$ cat config.mk
export PLATFORM = sky130hd
export DESIGN_NAME = gpio_irq_port
export DESIGN_NICKNAME = d
export VERILOG_FILES = /design/src/rtl/gpio_pkg.sv /design/src/rtl/gpio_sync.sv /design/src/rtl/gpio_trigger.sv /design/src/rtl/gpio_router.sv /design/src/rtl/gpio_irq_port.sv
export SDC_FILE = /design/constraint.sdc
export NUM_CORES = 1
export LEC_CHECK = 0
export ABC_AREA = 1
export BUFFER_PORTS_ARGS = -buffer_cell sky130_fd_sc_hd__buf_2
export CAP_MARGIN = 20
export CORE_MARGIN = 1.5
export CORE_UTILIZATION = 59
export CTS_CLUSTER_DIAMETER = 40
export DETAILED_ROUTE_END_ITERATION = 16
export PLACE_DENSITY = 0.88
export SLEW_MARGIN = 20
export SYNTH_ARGS = -nofsm -noshare
export SYNTH_HDL_FRONTEND = slang
export SYNTH_SLANG_ARGS = --single-unit
$ cat constraint.sdc
create_clock -name clk -period 1.9 [get_ports clk]
set_input_delay 0.095 -clock clk [delete_from_list [all_inputs] [get_ports clk]]
set_output_delay 0.095 -clock clk [all_outputs]
set_load 0.1 [all_outputs]
$ cat src/rtl/gpio_pkg.sv
package gpio_pkg;
    localparam int OFF_DATA  = 'h00;
    localparam int OFF_OUT   = 'h04;
    localparam int OFF_DIR   = 'h08;
    localparam int OFF_MASK  = 'h0C;
    localparam int OFF_POL   = 'h10;
    localparam int OFF_EDGE  = 'h14;
    localparam int OFF_MAP0  = 'h20;
    localparam int MAP_EN_BIT = 8;

    // encoding is {edge, polarity}
    typedef enum logic [1:0] {
        TRIG_LVL_LOW   = 2'b00,
        TRIG_LVL_HIGH  = 2'b01,
        TRIG_EDGE_FALL = 2'b10,
        TRIG_EDGE_RISE = 2'b11
    } trig_kind_e;
endpackage

$ cat src/rtl/gpio_sync.sv
module gpio_sync #(
    parameter int W = 32
) (
    input  logic         clk,
    input  logic         rst_n,
    input  logic [W-1:0] async_in,
    output logic [W-1:0] level,
    output logic [W-1:0] level_prev
);
    logic [W-1:0] meta_q, lvl_q, prev_q;

    always_ff @(posedge clk) begin
        if (!rst_n) begin
            meta_q <= '0;
            lvl_q  <= '0;
            prev_q <= '0;
        end else begin
            meta_q <= async_in;
            lvl_q  <= meta_q;
            prev_q <= lvl_q;
        end
    end

    assign level      = lvl_q;
    assign level_prev = prev_q;
endmodule

$ cat src/rtl/gpio_trigger.sv
module gpio_trigger
    import gpio_pkg::*;
#(
    parameter int NLINES = 32
) (
    input  logic              clk,
    input  logic              rst_n,
    input  logic [NLINES-1:0] level,
    input  logic [NLINES-1:0] level_prev,
    input  logic [NLINES-1:0] pol,
    input  logic [NLINES-1:0] edg,
    input  logic [NLINES-1:0] mask,
    output logic [NLINES-1:0] cond
);
    for (genvar i = 0; i < NLINES; i++) begin : g_line
        trig_kind_e kind;
        logic       hit;

        assign kind = trig_kind_e'({edg[i], pol[i]});

        always_comb begin
            unique case (kind)
                TRIG_LVL_LOW:   hit = ~level[i];
                TRIG_LVL_HIGH:  hit = level[i];
                TRIG_EDGE_FALL: hit = level_prev[i] & ~level[i];
                TRIG_EDGE_RISE: hit = level[i] & ~level_prev[i];
            endcase
        end

        assign cond[i] = hit & mask[i];

        AST_EDGE_ONE_CYCLE: assert property (@(posedge clk) disable iff (!rst_n)
            (cond[i] && edg[i]) ##1 (edg[i] && (pol[i] == $past(pol[i]))) |-> !cond[i]);
    end
endmodule

$ cat src/rtl/gpio_router.sv
module gpio_router #(
    parameter int NLINES = 32,
    parameter int NIRQ   = 4,
    parameter int IDXW   = 2
) (
    input  logic                       clk,
    input  logic                       rst_n,
    input  logic [NLINES-1:0]          cond,
    input  logic [NLINES-1:0]          map_en,
    input  logic [NLINES-1:0][IDXW-1:0] map_idx,
    output logic [NIRQ-1:0]            irq_out
);
    for (genvar k = 0; k < NIRQ; k++) begin : g_out
        always_comb begin
            irq_out[k] = 1'b0;
            for (int j = 0; j < NLINES; j++) begin
                if (map_en[j] && (map_idx[j] == IDXW'(k)))
                    irq_out[k] = irq_out[k] | cond[j];
            end
        end
    end

    AST_UNROUTED_QUIET: assert property (@(posedge clk) disable iff (!rst_n)
        (map_en == '0) |-> (irq_out == '0));
endmodule

$ cat src/rtl/gpio_irq_port.sv
module gpio_irq_port
    import gpio_pkg::*;
#(
    parameter int NLINES = 32,
    parameter int NIRQ   = 4,
    parameter int AW     = 8
) (
    input  logic              clk,
    input  logic              rst_n,
    input  logic [AW-1:0]     bus_addr,
    input  logic              bus_we,
    input  logic [31:0]       bus_wdata,
    output logic [31:0]       bus_rdata,
    input  logic [NLINES-1:0] pin_in,
    output logic [NLINES-1:0] pin_out,
    output logic [NLINES-1:0] pin_oe,
    output logic [NIRQ-1:0]   irq_out
);
    localparam int IDXW = (NIRQ > 1) ? $clog2(NIRQ) : 1;

    logic [NLINES-1:0]           out_q, dir_q, mask_q, pol_q, edge_q;
    logic [NLINES-1:0]           map_en_q;
    logic [NLINES-1:0][IDXW-1:0] map_idx_q;
    logic [NLINES-1:0]           lvl, lvl_prev, cond;
    logic [31:0]                 rdata_c;

    function automatic logic [AW-1:0] map_addr(input int j);
        return AW'(OFF_MAP0 + 4 * j);
    endfunction

    gpio_sync #(.W(NLINES)) u_sync (
        .clk(clk), .rst_n(rst_n), .async_in(pin_in),
        .level(lvl), .level_prev(lvl_prev)
    );

    gpio_trigger #(.NLINES(NLINES)) u_trig (
        .clk(clk), .rst_n(rst_n), .level(lvl), .level_prev(lvl_prev),
        .pol(pol_q), .edg(edge_q), .mask(mask_q), .cond(cond)
    );

    gpio_router #(.NLINES(NLINES), .NIRQ(NIRQ), .IDXW(IDXW)) u_route (
        .clk(clk), .rst_n(rst_n), .cond(cond),
        .map_en(map_en_q), .map_idx(map_idx_q), .irq_out(irq_out)
    );

    always_ff @(posedge clk) begin
        if (!rst_n) begin
            out_q     <= '0;
            dir_q     <= '0;
            mask_q    <= '0;
            pol_q     <= '0;
            edge_q    <= '0;
            map_en_q  <= '0;
            map_idx_q <= '0;
        end else if (bus_we) begin
            case (bus_addr)
                AW'(OFF_OUT):  out_q  <= bus_wdata[NLINES-1:0];
                AW'(OFF_DIR):  dir_q  <= bus_wdata[NLINES-1:0];
                AW'(OFF_MASK): mask_q <= bus_wdata[NLINES-1:0];
                AW'(OFF_POL):  pol_q  <= bus_wdata[NLINES-1:0];
                AW'(OFF_EDGE): edge_q <= bus_wdata[NLINES-1:0];
                default: ;
            endcase
            for (int j = 0; j < NLINES; j++) begin
                if (bus_addr == map_addr(j)) begin
                    map_en_q[j]  <= bus_wdata[MAP_EN_BIT];
                    map_idx_q[j] <= bus_wdata[IDXW-1:0];
                end
            end
        end
    end

    always_comb begin
        rdata_c = '0;
        case (bus_addr)
            AW'(OFF_DATA): rdata_c = 32'(lvl);
            AW'(OFF_OUT):  rdata_c = 32'(out_q);
            AW'(OFF_DIR):  rdata_c = 32'(dir_q);
            AW'(OFF_MASK): rdata_c = 32'(mask_q);
            AW'(OFF_POL):  rdata_c = 32'(pol_q);
            AW'(OFF_EDGE): rdata_c = 32'(edge_q);
            default: ;
        endcase
        for (int j = 0; j < NLINES; j++) begin
            if (bus_addr == map_addr(j)) begin
                rdata_c             = 32'(map_idx_q[j]);
                rdata_c[MAP_EN_BIT] = map_en_q[j];
            end
        end
    end

    assign bus_rdata = rdata_c;
    assign pin_out   = out_q;
    assign pin_oe    = dir_q;

    AST_RESET_QUIET: assert property (@(posedge clk) disable iff (!rst_n)
        $rose(rst_n) |-> (pin_oe == '0) && (pin_out == '0) && (irq_out == '0));
    AST_OE_AFTER_DIR_WRITE: assert property (@(posedge clk) disable iff (!rst_n)
        (bus_we && bus_addr == AW'(OFF_DIR)) |=> (pin_oe == $past(bus_wdata[NLINES-1:0])));
    AST_DATA_WRITE_INERT: assert property (@(posedge clk) disable iff (!rst_n)
        (bus_we && bus_addr == AW'(OFF_DATA)) |=> ($stable(pin_oe) && $stable(pin_out)));
    AST_MASK_GATES_IRQ: assert property (@(posedge clk) disable iff (!rst_n)
        (mask_q == '0) |-> (irq_out == '0));
endmodule

==> impl_metrics.env, run 1 <==
export IMPL_pre_cts_ws_ns=-0.662
export IMPL_stop_stage="global routing"
export IMPL_grt_overflow_total=440
export IMPL_die_w_microns=167
export IMPL_clock_path_buffers=3
export IMPL_netlist_area_sq_um=15800
export IMPL_status="stopped before the end"
export IMPL_numCtsBuffers=44
export IMPL_grt_start_max_net_pins=137
export IMPL_syn_area_per_cell_sq_um=6.99
export IMPL_fp_row_count=59
export IMPL_ys_ff_latch=352
export IMPL_cts_root_buf="clkbuf_16"
export IMPL_gp_congestion=1.01
export IMPL_place_inst=3035
export IMPL_ioPinCount=175
export IMPL_htree_levels=2
export IMPL_die_y_microns=167
export IMPL_port_buffers=174
export IMPL_error="[ERROR GRT-0232] Routing congestion too high. Check the congestion heatmap in the GUI."
export IMPL_yosys_warnings=0
export IMPL_cts_num_sinks=352
export IMPL_grt_usage=0.916
export IMPL_initial_core_util=0.603
export IMPL_ys_seq_area_frac=0.446
export IMPL_syn_nets=2338
export IMPL_ys_types=37
export IMPL_dp_hpwl_microns=40900
export IMPL_synthCells=2263
stage by stage:
step | hold slack (ns) | area (sq um) | util
floorplan | 0.193 | 16200 | -
global placement | 0.277 | 20400 | 0.778
detailed placement | 0.282 | 20400 | 0.778
CTS | 0.0824 | 23400 | 0.892
Yosys cell counts:
| cell | n | area [sq um] |
|---|---|---|
| nor4_1 | 24 | 150 |
| nor2_2 | 9 | 56.3 |
| dfxtp_1 | 352 | 7050 |
| o221ai_1 | 5 | 43.8 |
| inv_2 | 11 | 41.3 |
| o221a_2 | 1 | 11.3 |
| nand4_1 | 42 | 263 |
| o21bai_1 | 1 | 7.51 |
| buf_1 | 4 | 15.0 |
| nand3_2 | 1 | 10.0 |
| o21ai_0 | 271 | 1360 |
| inv_4 | 1 | 6.26 |
| nor3_2 | 1 | 10.0 |
| a221oi_1 | 36 | 315 |
| inv_1 | 306 | 1150 |
| o311ai_0 | 1 | 8.76 |
| clkinv_1 | 4 | 15.0 |
| a21oi_1 | 180 | 901 |
| clkbuf_1 | 94 | 353 |
| a211oi_1 | 2 | 15.0 |
| nor3_1 | 31 | 155 |
| o31ai_1 | 24 | 180 |
| buf_8 | 1 | 15.0 |
| buf_6 | 1 | 11.3 |
| nand3_1 | 88 | 440 |
| nor2_1 | 297 | 1110 |
| o21ai_1 | 7 | 35.0 |
| o41ai_1 | 3 | 26.3 |
| nand2_1 | 392 | 1470 |
| o2111ai_1 | 16 | 140 |
| o211ai_1 | 14 | 105 |
| nand2_4 | 2 | 22.5 |
| a2111oi_0 | 12 | 105 |
| nand2_2 | 1 | 6.26 |
| nor2_4 | 7 | 78.8 |
| buf_2 | 2 | 10.0 |
| o22ai_1 | 19 | 119 |
layer usage:
layer / overflow / global-route usage
met5: 8 / 0.689
met4: 161 / 0.958
met3: 21 / 0.839
met2: 217 / 1.00
met1: 33 / 0.895
cell families after synthesis:
kind of cell / after synthesis / share of synthesized area
and+or+nand+nor: 895 / 0.239
AOI/OAI and AO/OA: 592 / 0.213
buffers and inverters: 424 / 0.102
DFF: 352 / 0.446
timing repair:
item,in CTS
hold buffers,62
pin swaps,41
setup endpoints to repair,37
setup buffers,19
resized for setup,163
endpoints found under the hold margin,179
gates cloned,3
==> run 2, diff against run 1 <==
- CORE_UTILIZATION: 59 -> 40
- CTS_CLUSTER_DIAMETER: 40 -> not set
- PLACE_DENSITY: 0.88 -> not set
- PLACE_DENSITY_LB_ADDON: not set -> 0.15
==> impl_metrics.env, run 2 <==
export IMPL_status="complete, but fails checks"
export IMPL_clk_latency_ns=0.57
export IMPL_fin_nets=2933
export IMPL_layout_common_cells="380 x buf_4, 374 x nand2_1, 305 x dfxtp_1, 282 x inv_1, 278 x nor2_1"
export IMPL_numCtsBuffers=40
export IMPL_initial_core_util=0.407
export IMPL_clkTransAtPathRegs_ns=0.06
export IMPL_synth_main_ff_cell="dfxtp_1"
export IMPL_core_sq_um=38800
export IMPL_clockPowerShare=0.477
export IMPL_grt_pass1_wl_microns=93600
export IMPL_diodes=0
export IMPL_vias=17805
export IMPL_cts_root_buf="clkbuf_16"
export IMPL_yosys_warnings=0
export IMPL_worst_slew_pin_slew_ns=1.01
export IMPL_drc=0
export IMPL_vias_per_cell=5.23
export IMPL_syn_nets=2338
export IMPL_rrSetupSlack_ns=0.93
export IMPL_clock_fmax_mhz=325
export IMPL_period_share=1.62
export IMPL_clock_path_buffers=3
export IMPL_p_leak_uw=0.0103
export IMPL_syn_area_per_cell_sq_um=6.99
export IMPL_routedWlPerCell_microns=18.0
export IMPL_hold_violations=0
export IMPL_ys_ff_latch=352
export IMPL_worstHoldPathType="input port to flop"
export IMPL_post_route_util=0.620
export IMPL_cts_tree="yes"
export IMPL_min_path_cells=3
export IMPL_ir_worst_vdd_v=0.000568
export IMPL_reg2reg_from="pol_q[0]"
export IMPL_total_power_uw=16200
export IMPL_fin_skew_ns=0.00913
export IMPL_cp_data_arrival_time_ns=2.98
export IMPL_htree_levels=2
export IMPL_min_delay_start="bus_wdata[0]"
export IMPL_async_reset_ff_frac=0
export IMPL_worst_slack_ns=-1.17
export IMPL_rsz0062_at_grt="true"
export IMPL_slew_headroom=0.325
export IMPL_ys_seq_area_frac=0.446
export IMPL_startpoint_type="flop"
export IMPL_worstSetupPathType="flop to output pin"
export IMPL_grt_overflow_total=0
export IMPL_failed_checks="negative setup slack"
export IMPL_finalWirelength_microns=61400
export IMPL_combPwrFrac=0.058
export IMPL_drv_cap=0
export IMPL_cp_max_fo=3
export IMPL_netlist_area_sq_um=15800
export IMPL_crit_path_end_kind="output pin"
export IMPL_drt_initial_drc_count=1851
export IMPL_p_int_uw=12400
export IMPL_synth_common_cells="392 x nand2_1, 352 x dfxtp_1, 306 x inv_1, 297 x nor2_1, 271 x o21ai_0"
export IMPL_rr_worst_depth=5
export IMPL_ioPinCount=175
export IMPL_setup_violations=22
export IMPL_die_w_microns=202
export IMPL_dr_pass1_iters=7
export IMPL_final_common_cell="buf_4"
export IMPL_dieArea_sq_um=40700
export IMPL_r2r_end="pol_q[0]"
export IMPL_synth_top_area_cell="dfxtp_1"
export IMPL_port_buffers=174
export IMPL_final_antenna_net_count=0
export IMPL_grt_pass1_vias=17145
export IMPL_netlist_top_cells_area="dfxtp_1 45%, nand2_1 9.3%, o21ai_0 8.6%, inv_1 7.3%, nor2_1 7.1%"
export IMPL_cts_num_sinks=352
export IMPL_switchingPower_uw=3800
export IMPL_largest_reg_flops=64
export IMPL_swShare=0.234
export IMPL_drive_gt1_frac=0.314
export IMPL_required_ns=1.80
export IMPL_synth_top_cell_area_share=0.446
export IMPL_yosysMostFrequentCell="nand2_1"
export IMPL_hold_path_end="mask_q[0]"
export IMPL_antenna_found_initial=1
export IMPL_grt_start_max_net_pins=199
export IMPL_syn_to_final_growth_pct=52.3
export IMPL_gp_congestion=0.940
export IMPL_synthCells=2263
export IMPL_final_area_sq_um=24100
export IMPL_power_density_nw_per_um2=672
export IMPL_p_seq_frac=0.465
export IMPL_fp_row_count=72
export IMPL_die_y_microns=202
export IMPL_ys_types=37
export IMPL_placed_cell_area_sq_um=20800
export IMPL_synth_edf_count=0
export IMPL_regMostFlops="map_idx_q"
export IMPL_min_period_ns=3.07
export IMPL_finalMaxSlewViolations=0
export IMPL_dp_hpwl_microns=41300
export IMPL_grt_usage=0.291
## run 2: cell counts after synthesis
No cell type changed its count.
## run 2: power groups by stage
stage | clock, uW | sequential, uW | combinational [uW]
after floorplan | 0 | 7690 | 389
after detailed placement | 0 | 7690 | 789
after CTS | 7800 | 7530 | 896
after global routing | 8120 | 7540 | 1020
after global placement | 0 | 7680 | 778
final | 7730 | 7530 | 937
## run 2: what timing repair did
action,CTS,global route
hold endpoints to repair,179,0
resized for setup,119,176
buffers inserted,9,21
pin swaps,24,55
cloned,0,4
hold buffers,62,0
endpoints found under the setup margin,36,34
## run 2: cells by family after synthesis
family / count (synthesis) / synth area share
flip-flops: 352 / 0.446
buffers and inverters: 424 / 0.102
AND/OR/NAND/NOR: 895 / 0.239
AO/OA/AOI/OAI: 592 / 0.213
## run 2: how the worst max path moves through the flow
stage | start | to | slack, ns | cells past startpoint
CTS | pin_oe[0] | bus_rdata[0] | -1.13 | 21
global placement | edge_q[9] | irq_out[2] | -0.77 | 9
global route | edge_q[0] | bus_rdata[0] | -1.32 | 21
floorplan | pin_oe[0] | bus_rdata[0] | -0.67 | 20
detailed placement | edge_q[7] | irq_out[1] | -0.80 | 12
finish | edge_q[0] | bus_rdata[0] | -1.17 | 21
## run 2: critical path: stages (launching register included)
cell and delay [ns]:
dfxtp_4 0.37, nand3_2 0.07, o21ai_2 0.06, nor2_2 0.11
nand4_1 0.09, nand2_1 0.09, nand4_1 0.08, nand2_1 0.10
nand2_2 0.07, nand2_2 0.07, nand4_1 0.08, nor2_1 0.13
nand4_1 0.12, nand2_1 0.11, nand4_1 0.09, nand2_1 0.09
nand3_2 0.07, nand2_1 0.06, nand4_1 0.09, nand2_1 0.10
nand4_1 0.16, buf_12 0.22
## run 2: layout make-up
class | instances | area, sq um
fill | 3497 | 14700
multi-input combinational | 1487 | 8200
sequential | 352 | 7120
timing repair buffer | 654 | 5560
inverter | 322 | 1250
clock buffer | 59 | 1170
tap | 518 | 648
clock inverter | 12 | 121
timing repair inverter | 1 | 16.3
## run 2: metal layers
| layer | track usage | vias up | wire length [microns] |
|---|---|---|---|
| met5 | 0 | - | 0 |
| met4 | 0.0970 | 0 | 1600 |
| met3 | 0.0497 | 109 | 4970 |
| met2 | 0.466 | 652 | 27500 |
| met1 | 0.396 | 8319 | 27300 |
| li1 | - | 8725 | - |
## run 2: metrics by stage
stage	worst slack [ns]	TNS, ns	hold WS (ns)	std cells
floorplan	-0.668	-6.25	0.193	2263
global placement	-0.770	-14.16	0.274	3245
detailed placement	-0.800	-16.43	0.280	3245
CTS	-1.13	-8.14	0.0536	3384
global route	-1.32	-9.24	0.0698	3405
finish	-1.17	-7.51	0.0697	3405
Power figures use the tool's default switching activity.
